[config.mk]
export PLATFORM = sky130hd
export DESIGN_NAME = oneshot_match_timer
export DESIGN_NICKNAME = d
export VERILOG_FILES = /design/src/rtl/omt_pkg.sv /design/src/rtl/omt_decode.sv /design/src/rtl/omt_counter.sv /design/src/rtl/omt_irq_ctrl.sv /design/src/rtl/oneshot_match_timer.sv
export SDC_FILE = /design/constraint.sdc
export NUM_CORES = 1
export LEC_CHECK = 0
export CELL_PAD_IN_SITES_DETAIL_PLACEMENT = 1
export CELL_PAD_IN_SITES_GLOBAL_PLACEMENT = 2
export CORE_MARGIN = 3
export CORE_UTILIZATION = 42
export DETAILED_ROUTE_END_ITERATION = 8
export DONT_BUFFER_PORTS = 1
export GPL_TIMING_DRIVEN = 0
export HOLD_SLACK_MARGIN = 0.12
export PLACE_DENSITY_LB_ADDON = 0.1
export SLEW_MARGIN = 20
export SYNTH_ARGS = -nofsm -noshare
export SYNTH_HDL_FRONTEND = slang
export SYNTH_SLANG_ARGS = --single-unit
[constraint.sdc]
create_clock -name clk -period 7.77 [get_ports clk]
set_input_delay 0.3885 -clock clk [delete_from_list [all_inputs] [get_ports clk]]
set_output_delay 0.3885 -clock clk [all_outputs]
set_load 0.005 [all_outputs]
[src/rtl/omt_pkg.sv]
package omt_pkg;

    typedef enum logic {
        CNT_IDLE = 1'b0,
        CNT_RUN  = 1'b1
    } cnt_state_e;

    typedef enum logic {
        IRQ_IDLE = 1'b0,
        IRQ_PEND = 1'b1
    } irq_state_e;

    typedef enum logic [2:0] {
        SEL_NONE,
        SEL_MATCH,
        SEL_COUNT,
        SEL_STATUS,
        SEL_IEN
    } reg_sel_e;

    localparam int unsigned OFS_MATCH  = 32'h00;
    localparam int unsigned OFS_COUNT  = 32'h10;
    localparam int unsigned OFS_STATUS = 32'h14;
    localparam int unsigned OFS_IEN    = 32'h1c;

endpackage

[src/rtl/omt_decode.sv]
module omt_decode
    import omt_pkg::*;
#(
    parameter int ADDR_W = 8
) (
    input  logic [ADDR_W-1:0] addr,
    output reg_sel_e          sel
);

    always_comb begin
        if (addr == ADDR_W'(OFS_MATCH)) begin
            sel = SEL_MATCH;
        end else if (addr == ADDR_W'(OFS_COUNT)) begin
            sel = SEL_COUNT;
        end else if (addr == ADDR_W'(OFS_STATUS)) begin
            sel = SEL_STATUS;
        end else if (addr == ADDR_W'(OFS_IEN)) begin
            sel = SEL_IEN;
        end else begin
            sel = SEL_NONE;
        end
    end

endmodule

[src/rtl/omt_counter.sv]
module omt_counter
    import omt_pkg::*;
#(
    parameter int CNT_W = 32
) (
    input  logic             clk,
    input  logic             rst_n,
    input  logic             tick_en,
    input  logic             arm,
    input  logic [CNT_W-1:0] arm_val,
    output logic [CNT_W-1:0] count,
    output logic [CNT_W-1:0] match,
    output logic             running,
    output logic             hit
);

    cnt_state_e       state_q, state_d;
    logic [CNT_W-1:0] count_q, match_q, count_inc;
    logic             advance;

    assign count_inc = count_q + CNT_W'(1);
    assign advance   = (state_q == CNT_RUN) && tick_en && !arm;
    assign hit       = advance && (count_inc == match_q);

    // state register
    always_ff @(posedge clk) begin
        if (!rst_n) begin
            state_q <= CNT_IDLE;
        end else begin
            state_q <= state_d;
        end
    end

    // transitions: ARM (any state -> RUN), HIT (RUN -> IDLE)
    always_comb begin
        state_d = state_q;
        unique case (state_q)
            CNT_IDLE: begin
                if (arm) state_d = CNT_RUN;
            end
            CNT_RUN: begin
                if (arm) begin
                    state_d = CNT_RUN;
                end else if (hit) begin
                    state_d = CNT_IDLE;
                end
            end
            default: state_d = CNT_IDLE;
        endcase
    end

    // target and counter datapath
    always_ff @(posedge clk) begin
        if (!rst_n) begin
            count_q <= '0;
            match_q <= '0;
        end else begin
            if (arm) begin
                match_q <= arm_val;
            end
            if (advance) begin
                count_q <= count_inc;
            end
        end
    end

    // outputs
    always_comb begin
        running = (state_q == CNT_RUN);
        count   = count_q;
        match   = match_q;
    end

endmodule

[src/rtl/omt_irq_ctrl.sv]
module omt_irq_ctrl
    import omt_pkg::*;
#(
    parameter int DATA_W = 32
) (
    input  logic              clk,
    input  logic              rst_n,
    input  logic              hit,
    input  logic              clr,
    input  logic              ien_wr,
    input  logic [DATA_W-1:0] wdata,
    output logic [DATA_W-1:0] ien,
    output logic              status,
    output logic              irq
);

    irq_state_e        state_q, state_d;
    logic [DATA_W-1:0] ien_q;
    logic              take;

    assign take = hit && (ien_q != '0);

    // state register
    always_ff @(posedge clk) begin
        if (!rst_n) begin
            state_q <= IRQ_IDLE;
        end else begin
            state_q <= state_d;
        end
    end

    // transitions: TAKE (IDLE -> PEND), ACK (PEND -> IDLE, loses to TAKE)
    always_comb begin
        state_d = state_q;
        unique case (state_q)
            IRQ_IDLE: begin
                if (take) state_d = IRQ_PEND;
            end
            IRQ_PEND: begin
                if (clr && !take) state_d = IRQ_IDLE;
            end
            default: state_d = IRQ_IDLE;
        endcase
    end

    always_ff @(posedge clk) begin
        if (!rst_n) begin
            ien_q <= '0;
        end else if (ien_wr) begin
            ien_q <= wdata;
        end
    end

    // outputs
    always_comb begin
        status = (state_q == IRQ_PEND);
        irq    = (state_q == IRQ_PEND);
        ien    = ien_q;
    end

endmodule

[src/rtl/oneshot_match_timer.sv]
module oneshot_match_timer
    import omt_pkg::*;
#(
    parameter int ADDR_W = 8,
    parameter int DATA_W = 32,
    parameter int CNT_W  = 32
) (
    input  logic              clk,
    input  logic              rst_n,
    input  logic              tick_en,
    input  logic              wr_en,
    input  logic              rd_en,
    input  logic [ADDR_W-1:0] addr,
    input  logic [DATA_W-1:0] wdata,
    output logic [DATA_W-1:0] rdata,
    output logic              irq
);

    reg_sel_e          sel;
    logic              arm_wr, stat_clr, ien_wr;
    logic [CNT_W-1:0]  count, match;
    logic              running, hit, status;
    logic [DATA_W-1:0] ien, rd_count, rd_val, rdata_q;

    omt_decode #(.ADDR_W(ADDR_W)) u_decode (
        .addr (addr),
        .sel  (sel)
    );

    assign arm_wr   = wr_en && (sel == SEL_MATCH);
    assign stat_clr = wr_en && (sel == SEL_STATUS);
    assign ien_wr   = wr_en && (sel == SEL_IEN);

    omt_counter #(.CNT_W(CNT_W)) u_counter (
        .clk     (clk),
        .rst_n   (rst_n),
        .tick_en (tick_en),
        .arm     (arm_wr),
        .arm_val (wdata[CNT_W-1:0]),
        .count   (count),
        .match   (match),
        .running (running),
        .hit     (hit)
    );

    omt_irq_ctrl #(.DATA_W(DATA_W)) u_irq (
        .clk    (clk),
        .rst_n  (rst_n),
        .hit    (hit),
        .clr    (stat_clr),
        .ien_wr (ien_wr),
        .wdata  (wdata),
        .ien    (ien),
        .status (status),
        .irq    (irq)
    );

    generate
        if (CNT_W < DATA_W) begin : g_ext
            assign rd_count = {{(DATA_W-CNT_W){1'b0}}, count};
        end else begin : g_full
            assign rd_count = count;
        end
    endgenerate

    always_comb begin
        unique case (sel)
            SEL_COUNT:  rd_val = rd_count;
            SEL_STATUS: rd_val = DATA_W'(status);
            SEL_IEN:    rd_val = ien;
            default:    rd_val = '0;
        endcase
    end

    always_ff @(posedge clk) begin
        if (!rst_n) begin
            rdata_q <= '0;
        end else if (rd_en) begin
            rdata_q <= rd_val;
        end else begin
            rdata_q <= '0;
        end
    end

    assign rdata = rdata_q;

endmodule

* Word-level counts from Yosys, hierarchy flattened
Index checks and enable logic that the tools add are counted.
** Word-level totals
- Memory bits (read-only) :: 0
- Latch bits :: 0
- RAM bits :: 0
- Bits of input ports :: 45
- Flip-flop bits (word level) :: 130
- Output and inout port bits :: 33
- Memories kept :: 0
** Cells by class
- Eq/ne operators :: 8
- $mul :: 0
- Muxes and demuxes :: 12
- Bitwise gates (word level) :: 2
- Divide/modulo/power cells :: 0
- Magnitude comparators :: 0
- Add/sub/neg operators :: 1
- Reductions and logical operators :: 13
- Shift-type cells :: 0
** Operator list (count)
- $pmux 32 s3 :: 1
- $add 32x1->32 const B :: 1
- $eq 32x32->1 :: 1
- $reduce_bool 32->1 :: 1
- $eq 8x5->1 const B :: 3
- $mux 3 :: 4
- $logic_and 1x1->1 :: 8
- $logic_not 8->1 :: 1
- $eq 3x2->1 const B :: 2
- $mux 1 :: 5
- $pmux 1 s2 :: 2
- $eq 3x1->1 const B :: 1
- $eq 3x3->1 const B :: 1
- $logic_not 1->1 :: 2
- $not 1->1 :: 2
- $reduce_and 2->1 :: 1

* Longest topological paths before layout
- Depth in word-level cells :: 15
- Mapped depth :: 10
- Mapped depth without buffers :: 8

* Modules after synthesis
A second synthesis with hierarchy kept.
** Second synthesis, totals
- Cells, all modules :: 687
- Area total of the unflattened synthesis :: 6314.8 µm²
** By module, submodules not included
- omt_counter :: area each 3811.2 µm², times used 1, cells each 444
- omt_irq_ctrl :: area each 1315.0 µm², times used 1, cells each 119
- oneshot_match_timer :: area each 1133.6 µm², times used 1, cells each 116
- omt_decode :: area each 55.1 µm², times used 1, cells each 8

* Worst setup path before layout
No wires, ideal clock.
- Path type :: flip-flop to flip-flop
- Start point :: register u_counter.count_q[0], in the netlist u_counter.count[0]
- End point :: register u_counter.state_q, in the netlist u_counter.running
- Path buffers :: 1
- Library setup time :: 0.115 ns
- Cell stages (with the launch flop) :: 10
- Period minus slack after synthesis :: 2.736 ns
- Arrival :: 2.621 ns
- Data required time :: 7.655 ns
- Slack :: 5.034 ns
- Cell sequence :: dfxtp_1 > ha_1 > nand3_1 > or3_1 > clkbuf_1 > or4_1 > xnor2_1 > nor4_1 > nand4_1 > o21ba_2
** Between the ends
- Cells in the longest elaborated chain, start to end :: 6
** Ends and longest elaborated chain
- start: declaration :: RTL line omt_counter.sv:18 : logic [CNT_W-1:0] count_q, match_q, count_inc;
- start signal: assignment :: RTL line omt_counter.sv:62 : count_q <= count_inc;
- $add 32x1->32 :: RTL line omt_counter.sv:21 : assign count_inc = count_q + CNT_W'(1);
- $eq 32x32->1 :: RTL line omt_counter.sv:23 : assign hit = advance && (count_inc == match_q);
- $logic_and 1x1->1 :: RTL line omt_counter.sv:23
- $mux 1 :: RTL line omt_counter.sv:44 : end else if (hit) begin
- $mux 1 :: RTL line omt_counter.sv:42 : if (arm) begin
- $pmux 1 s2 :: RTL line omt_counter.sv:37 : unique case (state_q)
- end signal: assignment :: RTL line omt_counter.sv:30 : state_q <= state_d;
- end: declaration :: RTL line omt_counter.sv:17 : cnt_state_e state_q, state_d;
No other way between the ends.
A chain may end at the register's enable or synchronous reset.

* Worst setup path after layout
- Start point :: register u_counter.count_q[0], in the netlist u_counter.count[0]
- End point :: register u_irq.state_q, in the netlist u_irq.irq
** Between the ends
- Cells in the longest elaborated chain, start to end :: 8
- Elaborated cells on any way between the ends :: 9
- Those cells by class :: add/sub (1); eq/ne (1); mux (3); reduce/logical (4)
** Ends and longest elaborated chain
- $add 32x1->32 * :: RTL line omt_counter.sv:21
- $eq 32x32->1 * :: RTL line omt_counter.sv:23
- $logic_and 1x1->1 * :: RTL line omt_counter.sv:23
- $logic_and 1x1->1 * :: RTL line omt_irq_ctrl.sv:21 : assign take = hit && (ien_q != '0);
- $logic_not 1->1 :: RTL line omt_irq_ctrl.sv:40 : if (clr && !take) state_d = IRQ_IDLE;
- $logic_and 1x1->1 :: RTL line omt_irq_ctrl.sv:40
- $mux 1 :: RTL line omt_irq_ctrl.sv:40
- $pmux 1 s2 * :: RTL line omt_irq_ctrl.sv:35 : unique case (state_q)
- end signal: assignment :: RTL line omt_irq_ctrl.sv:28 : state_q <= state_d;
- end: declaration :: RTL line omt_irq_ctrl.sv:17 : irq_state_e state_q, state_d;
Mark *: on every way between the ends. The rest lies on a longest branch, timed or not.

==> impl_metrics.env <==
export IMPL_dp_final_hpwl_mm=14.4
export IMPL_r2r_start="u_counter.count[0]"
export IMPL_syn_inst=713
export IMPL_cts_sinks=130
export IMPL_postLayoutSetupSlackWorst_ps=4470
export IMPL_worstSetupPathType="reg -> reg"
export IMPL_finalNonFillerCells=960
export IMPL_worstHoldPathCells=2
export IMPL_drc=0
export IMPL_vias_per_cell=5.60
export IMPL_via_count=5375
export IMPL_whs_endpoint="u_irq.ien[22]"
export IMPL_avgSynthCellArea_sq_um=8.79
export IMPL_dpl_instance_area_sq_mm=0.00651
export IMPL_fp_row_count=44
export IMPL_grt_pass1_wl_mm=30.9
export IMPL_worstReg2RegEnd="u_irq.irq"
export IMPL_yosysTopAreaCellShare_pct=41.5
export IMPL_path_cells="ha_1, nand3_1, or3_1, clkbuf_1, or4_1, xnor2_1, nor4_1, nand4_1, o31ai_1"
export IMPL_clockBufferDepth=2
export IMPL_ys_warn_count=0
export IMPL_yosysTopAreaCell="dfxtp_1"
export IMPL_synth_cell_types=58
export IMPL_worstMarginPinSlew_ps=816
export IMPL_power_density_mw_per_mm2=197
export IMPL_crit_path_start_kind="flop"
export IMPL_synth_flop_cell="dfxtp_1"
export IMPL_core_sq_mm=0.0146
export IMPL_placed_cells=898
export IMPL_grt_antenna_before_repair=0
export IMPL_async_flop_share_pct=0
export IMPL_crit_slowest_cell="or4_1"
export IMPL_max_stage_delay_ps=570
export IMPL_ant_nets=0
export IMPL_hold_viol=0
export IMPL_syn_num_nets=759
export IMPL_worstSetupStartpoint="u_counter.count[0]"
export IMPL_wl_per_cell_um=20.4
export IMPL_min_path_type="in -> reg"
export IMPL_period_share_pct=42.5
export IMPL_grt_pass1_vias=5452
export IMPL_cts_tree="yes"
export IMPL_preCtsSetupSlack_ps=4380
export IMPL_hold_start="wdata[22]"
export IMPL_maxClockFrequency_ghz=0.303
export IMPL_skew_ps=10.7
export IMPL_numCtsBuffers=17
export IMPL_drv_slew=0
export IMPL_drive_gt1_share_pct=8.38
export IMPL_routed_wl_mm=19.6
export IMPL_io_buffers=0
export IMPL_nets=809
export IMPL_grt_max_degree=17
export IMPL_ys_seq_area_share_pct=41.5
export IMPL_worst_r2r_setup_slack_ps=4470
export IMPL_rsz0062_at_grt="false"
export IMPL_area_delta_synth_final_pct=17.7
export IMPL_cts_repair_resize_count=0
export IMPL_grt_overflow_total=0
export IMPL_p_leak_nw=2.45
export IMPL_fin_area_sq_mm=0.00738
export IMPL_reg2reg_depth=9
export IMPL_chipWidth_um=128
export IMPL_synth_edf_count=0
export IMPL_slew_headroom_pct=45.2
export IMPL_setup_viol=0
export IMPL_die_area_sq_mm=0.0164
export IMPL_cap_viol_max_count=0
export IMPL_worst_ir_drop_vdd_mv=0.140
export IMPL_period_needed_ps=3300
export IMPL_cts_root_buffer="clkbuf_16"
export IMPL_critPathArrivalTime_ps=3630
export IMPL_drtPass1Iterations=7
export IMPL_clk_pin_slew_ps=60
export IMPL_num_antenna_cells=0
export IMPL_ctsHtreeMaxLevel=4
export IMPL_track_usage_pct=24.6
export IMPL_num_fill_cells=1704
export IMPL_die_h_um=128
export IMPL_synth_area_top_cells="dfxtp_1 42%, mux2i_1 5.4%, nand2_1 5.3%"
export IMPL_gp_congestion=0.864
export IMPL_initialDrtViolationCount=311
export IMPL_synth_cell_area_sq_mm=0.00627
export IMPL_start_util_pct=43.0
export IMPL_crit_path_end_kind="flop"
export IMPL_status="completed"
export IMPL_finalSetupTns_ps=0
export IMPL_clk_latency_ps=420
export IMPL_cp_required_ps=8100
export IMPL_synth_seq_cells=130
export IMPL_worst_path_max_fanout=10
export IMPL_io_pins=78
==> routing by layer <==
metal,GRT usage (%),wire [um],share of wire (%),up-vias
met5,0,0,0,-
met4,6.74,242,1.2,0
met3,4.88,777,4.0,15
met2,39.2,9280,47,119
met1,34.0,9310,47,2656
li1,-,-,-,2585
==> registers in the layout, indices dropped and copies added (netlist names) <==
name	count
u_counter.match	32
u_irq.irq	1
u_counter.count	32
u_irq.ien	32
rdata	32
u_counter.running	1
==> cell usage after synthesis (all sizes together), types with 2 or more instances <==
cell type and n:
a211oi 3, a21boi 38, a21oi 4, a22oi 31, and2 22, and3 2
and3b 2, and4 2, and4b 2, buf 17, clkbuf 39, dfxtp 130
inv 4, mux2i 34, nand2 88, nand2b 4, nand3 16, nand3b 3
nand4 22, nor2 47, nor2b 42, nor3 16, nor3b 3, nor4 21
o211a 2, o211ai 2, o21ai 14, o311ai 2, o31a 2, o31ai 5
or2 3, or3 12, or4 3, xnor2 30, xor2 32
==> per-stage QoR <==
stage / hold WS, ps / util [%] / total power, mW
after floorplan: 457 / - / 0.696
after global placement: 471 / 44.6 / 0.703
after detailed placement: 477 / 44.6 / 0.704
after CTS: 123 / 50.5 / 1.47
after global routing: 135 / 50.6 / 1.50
final: 136 / 50.6 / 1.45
==> power breakdown <==
group	internal, mW	switching, mW
combinational	0.0187	0.0152
clock	0.428	0.321
sequential	0.667	0.000405
total	1.11	0.337
==> repair_timing <==
action	CTS	global route
hold buffers	30	0
hold endpoints to repair	30	0
buffers inserted	0	0
setup endpoints to repair	0	0
==> cells by family after synthesis <==
group           Yosys count  share of synthesized area (%)
xor+xnor                 62                           8.66
simple gates            313                           26.2
fa+ha+maj                 1                          0.200
compound gates          112                           13.0
flops                   130                           41.5
buf+inv                  61                           4.93
mux                      34                           5.43
==> worst max-delay path by stage <==
stage / end / depth (start not counted) / slack [ps]
floorplan: u_counter.running / 9 / 5030
global placement: u_counter.count[21] / 8 / 4290
detailed placement: u_counter.running / 8 / 4380
CTS: u_counter.running / 8 / 4360
global route: u_irq.irq / 9 / 4210
finish: u_irq.irq / 9 / 4470
==> layout make-up <==
| class | instances | area [sq um] | area share, % |
|---|---|---|---|
| inverter | 4 | 15.0 | 0.203 |
| sequential | 130 | 2600 | 35.3 |
| tap | 184 | 230 | 3.12 |
| clock buffer | 19 | 453 | 6.14 |
| multi-input combinational | 522 | 3370 | 45.7 |
| clock inverter | 13 | 101 | 1.37 |
| buffer | 57 | 294 | 3.99 |
| timing repair buffer | 31 | 308 | 4.17 |
==> cells in the final DEF, fill, tap and decap left out, drive strengths merged, types with 8 or more instances in the layout <==
| cell type | instances |
|---|---|
| a21boi | 38 |
| o21ai | 14 |
| nor3 | 16 |
| buf | 18 |
| and2 | 22 |
| clkbuf | 58 |
| nor2b | 42 |
| nor4 | 21 |
| xor2 | 32 |
| a22oi | 31 |
| mux2i | 34 |
| or3 | 12 |
| nor2 | 47 |
| nand4 | 22 |
| nand3 | 16 |
| dfxtp | 130 |
| nand2 | 88 |
| inv | 8 |
| dlygate4sd3 | 31 |
| xnor2 | 30 |
==> worst max-delay path: cells and delay by family (launching register included) <==
family / cells / cell delay, ps
XOR/XNOR: 1 / 170
flip-flops: 1 / 520
AO/OA/AOI/OAI: 1 / 290
buffers and inverters: 1 / 210
AND/OR/NAND/NOR: 5 / 1720
adder cells (fa/ha/maj): 1 / 290
(Power assumes the default switching activity.)
